==> src/rtl/txp_eirq_pkg.sv <==
package txp_eirq_pkg;

  localparam int DATA_W = 64;
  localparam int SRC_N  = 6;   // sources per port lane
  localparam int LANE_W = 8;   // lane pitch in the shared registers
  localparam int INJ_W  = 18;

  // source position inside a lane (decoded by software)
  localparam int SRC_SF_CE    = 0;
  localparam int SRC_SF_UE    = 1;
  localparam int SRC_RO_CE    = 2;
  localparam int SRC_RO_UE    = 3;
  localparam int SRC_RO_FAIL  = 4;
  localparam int SRC_ASM_DEAD = 5;

  localparam int ECC_UE_POS  = 16;
  localparam int ECC_CE_POS  = 17;
  localparam int ECC_CLR_POS = 31;

  localparam int OFS_STATUS  = 'h000;
  localparam int OFS_MASK    = 'h008;
  localparam int PORT_BASE   = 'h100;
  localparam int PORT_STRIDE = 'h100;
  localparam int SLOT_SPAN   = 8;
  localparam int SLOT_N      = 4;

  typedef enum logic [1:0] {
    SLOT_SF_ECC = 2'd0,
    SLOT_RO_ECC = 2'd1,
    SLOT_SF_INJ = 2'd2,
    SLOT_RO_INJ = 2'd3
  } slot_e;

  function automatic logic [DATA_W-1:0] lane_field_mask(int nports);
    logic [DATA_W-1:0] m;
    m = '0;
    for (int p = 0; p < nports; p++) m[p*LANE_W +: SRC_N] = '1;
    return m;
  endfunction

endpackage

==> src/rtl/txp_eirq_ecc_reg.sv <==
module txp_eirq_ecc_reg
  import txp_eirq_pkg::*;
(
  input  logic              clk,
  input  logic              rst_n,
  input  logic              clr_i,
  input  logic              ce_i,
  input  logic              ue_i,
  output logic [DATA_W-1:0] rd_o
);

  logic ce_q, ue_q;

  // a same-cycle event survives the clear
  always_ff @(posedge clk or negedge rst_n) begin
    if (!rst_n) begin
      ce_q <= 1'b0;
      ue_q <= 1'b0;
    end else begin
      ce_q <= (ce_q & ~clr_i) | ce_i;
      ue_q <= (ue_q & ~clr_i) | ue_i;
    end
  end

  always_comb begin
    rd_o             = '0;
    rd_o[ECC_CE_POS] = ce_q;
    rd_o[ECC_UE_POS] = ue_q;
  end

endmodule

==> src/rtl/txp_eirq_port_bank.sv <==
module txp_eirq_port_bank
  import txp_eirq_pkg::*;
(
  input  logic                           clk,
  input  logic                           rst_n,
  input  logic [SLOT_N-1:0]              wr_slot_i,
  input  logic                           clr_bit_i,
  input  logic [INJ_W-1:0]               inj_data_i,
  input  logic                           sf_ce_i,
  input  logic                           sf_ue_i,
  input  logic                           ro_ce_i,
  input  logic                           ro_ue_i,
  output logic [SLOT_N-1:0][DATA_W-1:0]  slot_rd_o,
  output logic [INJ_W-1:0]               sf_inj_o,
  output logic [INJ_W-1:0]               ro_inj_o
);

  logic [1:0][INJ_W-1:0] inj_q;

  txp_eirq_ecc_reg u_sf_ecc (
    .clk   (clk),
    .rst_n (rst_n),
    .clr_i (wr_slot_i[SLOT_SF_ECC] & clr_bit_i),
    .ce_i  (sf_ce_i),
    .ue_i  (sf_ue_i),
    .rd_o  (slot_rd_o[SLOT_SF_ECC])
  );

  txp_eirq_ecc_reg u_ro_ecc (
    .clk   (clk),
    .rst_n (rst_n),
    .clr_i (wr_slot_i[SLOT_RO_ECC] & clr_bit_i),
    .ce_i  (ro_ce_i),
    .ue_i  (ro_ue_i),
    .rd_o  (slot_rd_o[SLOT_RO_ECC])
  );

  for (genvar g = 0; g < 2; g++) begin : g_inj
    localparam int SLOT = int'(SLOT_SF_INJ) + g;
    always_ff @(posedge clk or negedge rst_n) begin
      if (!rst_n)              inj_q[g] <= '0;
      else if (wr_slot_i[SLOT]) inj_q[g] <= inj_data_i;
    end
    assign slot_rd_o[SLOT] = DATA_W'(inj_q[g]);
  end

  assign sf_inj_o = inj_q[0];
  assign ro_inj_o = inj_q[1];

endmodule

==> src/rtl/txp_eirq_shared.sv <==
module txp_eirq_shared
  import txp_eirq_pkg::*;
#(
  parameter int NUM_PORTS = 4
) (
  input  logic                            clk,
  input  logic                            rst_n,
  input  logic                            stat_wr_i,
  input  logic                            mask_wr_i,
  input  logic [DATA_W-1:0]               wdata_i,
  input  logic [NUM_PORTS-1:0][SRC_N-1:0] evt_i,
  output logic [DATA_W-1:0]               stat_o,
  output logic [DATA_W-1:0]               mask_o,
  output logic                            irq_o
);

  localparam logic [DATA_W-1:0] FIELD_M = lane_field_mask(NUM_PORTS);

  logic [DATA_W-1:0] stat_q, mask_q, evt_wide, w1c;
  logic              irq_q;

  always_comb begin
    evt_wide = '0;
    for (int p = 0; p < NUM_PORTS; p++) evt_wide[p*LANE_W +: SRC_N] = evt_i[p];
  end

  assign w1c = stat_wr_i ? (wdata_i & FIELD_M) : '0;

  always_ff @(posedge clk or negedge rst_n) begin
    if (!rst_n) begin
      stat_q <= '0;
      mask_q <= FIELD_M;
      irq_q  <= 1'b0;
    end else begin
      stat_q <= (stat_q & ~w1c) | evt_wide;
      if (mask_wr_i) mask_q <= wdata_i & FIELD_M;
      irq_q  <= |(stat_q & ~mask_q);
    end
  end

  assign stat_o = stat_q;
  assign mask_o = mask_q;
  assign irq_o  = irq_q;

endmodule

==> src/rtl/txp_err_irq_ctrl.sv <==
module txp_err_irq_ctrl
  import txp_eirq_pkg::*;
#(
  parameter int NUM_PORTS = 4,
  parameter int ADDR_W    = 12
) (
  input  logic                       clk,
  input  logic                       rst_n,
  input  logic                       reg_wr_i,
  input  logic [ADDR_W-1:0]          reg_addr_i,
  input  logic [DATA_W-1:0]          reg_wdata_i,
  output logic [DATA_W-1:0]          reg_rdata_o,
  input  logic [NUM_PORTS-1:0]       sf_ce_i,
  input  logic [NUM_PORTS-1:0]       sf_ue_i,
  input  logic [NUM_PORTS-1:0]       ro_ce_i,
  input  logic [NUM_PORTS-1:0]       ro_ue_i,
  input  logic [NUM_PORTS-1:0]       ro_fail_i,
  input  logic [NUM_PORTS-1:0]       asm_dead_i,
  output logic [NUM_PORTS*INJ_W-1:0] sf_inj_o,
  output logic [NUM_PORTS*INJ_W-1:0] ro_inj_o,
  output logic                       irq_o
);

  logic                                        stat_hit, mask_hit;
  logic [NUM_PORTS-1:0][SLOT_N-1:0]            slot_hit;
  logic [NUM_PORTS-1:0][SRC_N-1:0]             evt_w;
  logic [DATA_W-1:0]                           stat_w, mask_w;
  logic [NUM_PORTS-1:0][SLOT_N-1:0][DATA_W-1:0] bank_rd;

  assign stat_hit = (reg_addr_i == ADDR_W'(OFS_STATUS));
  assign mask_hit = (reg_addr_i == ADDR_W'(OFS_MASK));

  for (genvar p = 0; p < NUM_PORTS; p++) begin : g_port
    for (genvar s = 0; s < SLOT_N; s++) begin : g_slot
      assign slot_hit[p][s] =
        (reg_addr_i == ADDR_W'(PORT_BASE + p*PORT_STRIDE + s*SLOT_SPAN));
    end

    assign evt_w[p] = {asm_dead_i[p], ro_fail_i[p], ro_ue_i[p],
                       ro_ce_i[p], sf_ue_i[p], sf_ce_i[p]};

    txp_eirq_port_bank u_bank (
      .clk        (clk),
      .rst_n      (rst_n),
      .wr_slot_i  (reg_wr_i ? slot_hit[p] : '0),
      .clr_bit_i  (reg_wdata_i[ECC_CLR_POS]),
      .inj_data_i (reg_wdata_i[INJ_W-1:0]),
      .sf_ce_i    (sf_ce_i[p]),
      .sf_ue_i    (sf_ue_i[p]),
      .ro_ce_i    (ro_ce_i[p]),
      .ro_ue_i    (ro_ue_i[p]),
      .slot_rd_o  (bank_rd[p]),
      .sf_inj_o   (sf_inj_o[p*INJ_W +: INJ_W]),
      .ro_inj_o   (ro_inj_o[p*INJ_W +: INJ_W])
    );
  end

  txp_eirq_shared #(.NUM_PORTS(NUM_PORTS)) u_shared (
    .clk       (clk),
    .rst_n     (rst_n),
    .stat_wr_i (reg_wr_i & stat_hit),
    .mask_wr_i (reg_wr_i & mask_hit),
    .wdata_i   (reg_wdata_i),
    .evt_i     (evt_w),
    .stat_o    (stat_w),
    .mask_o    (mask_w),
    .irq_o     (irq_o)
  );

  always_comb begin
    reg_rdata_o = '0;
    if (stat_hit) reg_rdata_o = stat_w;
    if (mask_hit) reg_rdata_o = mask_w;
    for (int p = 0; p < NUM_PORTS; p++)
      for (int s = 0; s < SLOT_N; s++)
        if (slot_hit[p][s]) reg_rdata_o = bank_rd[p][s];
  end

endmodule

==> config.mk <==
export PLATFORM = sky130hd
export DESIGN_NAME = txp_err_irq_ctrl
export DESIGN_NICKNAME = d
export VERILOG_FILES = /design/src/rtl/txp_eirq_pkg.sv /design/src/rtl/txp_eirq_ecc_reg.sv /design/src/rtl/txp_eirq_port_bank.sv /design/src/rtl/txp_eirq_shared.sv /design/src/rtl/txp_err_irq_ctrl.sv
export SDC_FILE = /design/constraint.sdc
export NUM_CORES = 1
export LEC_CHECK = 0
export CORE_ASPECT_RATIO = 1.1
export CORE_MARGIN = 1.5
export CORE_UTILIZATION = 48
export CTS_CLUSTER_DIAMETER = 120
export DETAILED_ROUTE_END_ITERATION = 8
export GPL_TIMING_DRIVEN = 0
export PLACE_DENSITY = 0.81
export SLEW_MARGIN = 10
export SYNTH_ARGS = -nofsm -noshare
export SYNTH_HDL_FRONTEND = slang
export SYNTH_SLANG_ARGS = --single-unit
==> constraint.sdc <==
create_clock -name clk -period 6.5 [get_ports clk]
set_clock_uncertainty 0.05 [all_clocks]
set_input_delay 0.65 -clock clk [delete_from_list [all_inputs] [get_ports clk]]
set_output_delay 0.65 -clock clk [all_outputs]
set_load 0.01 [all_outputs]
==> results.toml <==
[floorplan]
start_util_pct = 49.39
die_h_um = 159.0
ios = 312
rows = 56
die_area_mm2 = 0.02304
core_area_mm2 = 0.02151
chipWidth_um = 144.9

[clocking]
clock_path_buffers = 3
cts.repair.resized = 0
numCtsBuffers = 22
postCtsSetupBuffers = 0
h-tree-depth = 1
clockRootBuffer = "clkbuf_16"
cts.sinks = 209
cts_tree = "yes"
clkTransAtPathRegs_ns = 0.06
insertion_delay_ns = 0.51
cts_hold_buf = 0

[setup_path]
r2r_slack_ns = 5.21
path_max_fanout = 10
required_ns = 5.80
cp.arrival_ns = 4.59
reg2reg_depth = 5
crit_type = "in -> out"
start_kind = "input pin"
end_kind = "primary output"

[synthesis]
async_flop_share_pct = 100.0
yosys-top-cells-count = "dfrtp_1, mux2_2, nand2_1, buf_4, a21o_1"
synth_top_area_share_pct = 43.58
synth_mux_area_share_pct = 22.39
synth_cells = 878
synth_compound_area_share_pct = 11.44
synth_edf_count = 0
synth_xor_area_share_pct = 0
syn_area_mm2 = 0.01062
ys_ff_latch = 209
syn_avg_cell_area_um2 = 12.10
synth_top_family_by_area = "multiplexers"
ys_seq_area_share_pct = 49.51
synthTopCellsByArea = "dfrtp_1, mux2_2, dfstp_2"
synth-simple-area-share_pct = 9.869
yosysMostFrequentCell = "dfrtp_1"
synth_top_area_cell = "dfrtp_1"
synth_cell_types = 67
synth_fa_ha_area_share_pct = 0
ys.flop_type = "dfrtp_1"
ys_warn_count = 0

[global_routing]
grt_overflow = 0
track_usage_pct = 30.32
grt_pass1_wl_um = 52230
antenna_found_initial = 0
grt_pass1_vias = 8623
grt_max_degree = 83

[routing]
drtIter0Drc = 579
vias = 8640
first_pass_iters = 5
drcViolationCount = 0
wl_um = 35210
antenna_left = 0
viasPerCell = 5.870
wl_per_cell_um = 23.92

[sta]
finalHoldViolations = 2
finalSetupViolCount = 0
slew_headroom_pct = 21.50
fin_crit_ns = 5.290
tightest_slew_ns = 1.168
max_freq_mhz = 189.0
whs_ns = -0.006120
period_share_pct = 81.39
rsz0062_at_grt = "false"
report.final.slew_viol_count = 0

[finish]
area_delta_synth_final_pct = 33.36
nFillCells = 1696
drive_gt1_share_pct = 28.96
design_area_mm2 = 0.01417
fin_nets = 1268

[power_and_ir_drop]
combPwrFrac_pct = 7.2
ir_drop_uv = 170.4
seqPwrFrac_pct = 47.1
swShare_pct = 23.33
p_leak_nw = 6.436
clkPwrFrac_pct = 45.7
power.density_mw_per_mm2 = 196.4
power_switching_mw = 0.6493
internal_power_mw = 2.134

[placement]
io_buffers = 226
dp.final_hpwl_um = 25620
placed_area_mm2 = 0.01344
gp_congestion = 0.9264

[worst_hold_path]
hp-class = "in -> async"

[outcome]
outcome = "complete, but fails checks"
violations = "negative hold slack"

[job]
cap_viol_max_count = 0
## cells by family (layout without fill, tap and decap cells)
kind of cell,count (synthesis),count (layout)
AND/OR/NAND/NOR,165,165
multiplexers,210,210
AO/OA/AOI/OAI,171,171
buffers and inverters,122,390
other,1,37
flip-flops,209,209
## power by group through the flow
stage / clock network, mW / logic [mW] / registers, mW
6_report: 1.27 / 0.200 / 1.31
5_1_grt: 1.33 / 0.216 / 1.31
4_1_cts: 1.28 / 0.198 / 1.31
2_1_floorplan: 0 / 0.0877 / 1.34
3_5_place_dp: 0 / 0.198 / 1.33
3_3_place_gp: 0 / 0.191 / 1.33
## sequential cells by signal, indices dropped and copies added (netlist names)
name,flops
g_port.u_bank.sf_inj_o,72
g_port.u_bank.u_ro_ecc.ce_q,4
u_shared.mask_o,24
g_port.u_bank.u_ro_ecc.ue_q,4
g_port.u_bank.ro_inj_o,72
g_port.u_bank.u_sf_ecc.ue_q,4
u_shared.stat_o,24
u_shared.irq_o,1
g_port.u_bank.u_sf_ecc.ce_q,4
## area by class of cell
cell class	instances	area, µm²	area share, %
well taps	290	362.8	2.561
multi-input cells	582	4777	33.72
inverters	25	93.84	0.6623
clock inverters	7	62.56	0.4415
repair buffers	228	2322	16.39
plain buffers	97	624.3	4.407
flip-flops and latches	209	5260	37.12
clock buffers	33	663.1	4.680
diodes	1	2.502	0.01766
## placed cells by master, fill, tap and decap left out, types with 6 or more instances in the layout
| cell | count |
|---|---|
| a22o_1 | 12 |
| mux2i_1 | 19 |
| buf_2 | 22 |
| mux2_1 | 18 |
| buf_4 | 50 |
| nor3_1 | 8 |
| conb_1 | 36 |
| dfstp_2 | 24 |
| a211oi_1 | 10 |
| nor2_1 | 18 |
| dfrtp_1 | 185 |
| buf_1 | 6 |
| a31oi_1 | 9 |
| clkdlybuf4s50_1 | 225 |
| o21ai_0 | 21 |
| a21oi_1 | 17 |
| clkbuf_16 | 23 |
| a21o_1 | 41 |
| nand3_1 | 6 |
| buf_6 | 6 |
| mux2_4 | 10 |
| a221oi_1 | 8 |
| o22ai_1 | 12 |
| nand2_1 | 62 |
| a221o_1 | 8 |
| mux2_2 | 163 |
| inv_1 | 25 |
| a22oi_1 | 6 |
| clkbuf_1 | 18 |
| nor4_1 | 11 |
## layer usage
metal  track usage (%)  routed length (µm)
met1             39.49               13760
met2             47.38               16460
met3             7.489                3300
met4             14.05                1695
met5                 0                   0
## final timing paths
kind | from | endpoint
min in group clk | reg_wdata_i[13] | g_port[3].u_bank.sf_inj_o[13]
max in group asynchronous | rst_n | u_shared.mask_o[27]
hold / removal | rst_n | g_port[3].u_bank.sf_inj_o[10]
hold reg to reg | g_port[3].u_bank.u_sf_ecc.ce_q | g_port[3].u_bank.u_sf_ecc.ce_q
setup reg to reg | u_shared.mask_o[28] | u_shared.irq_o
setup / recovery | reg_addr_i[8] | reg_rdata_o[16]
## through the flow
stage	power (mW)	setup WS, ns	util [%]	TNS (ns)	instances
3_5_place_dp	1.531	1.341	62.48	0	1431
2_1_floorplan	1.423	3.406	-	0	913
4_1_cts	2.790	1.299	65.86	0	1471
5_1_grt	2.856	1.129	65.86	0	1471
3_3_place_gp	1.526	-3.892	62.20	-746.43	1429
6_report	2.783	1.210	65.87	0	1472
## critical path, cell delays in order
cell and delay (ns):
clkdlybuf4s50_1 0.52, clkbuf_1 0.34, nor4b_1 0.88, nand3_1 0.59, clkbuf_1 0.50, a21oi_1 0.25
a21oi_1 0.07, a31oi_1 0.20, clkdlybuf4s50_1 0.57
Power figures use the tool's default switching activity.
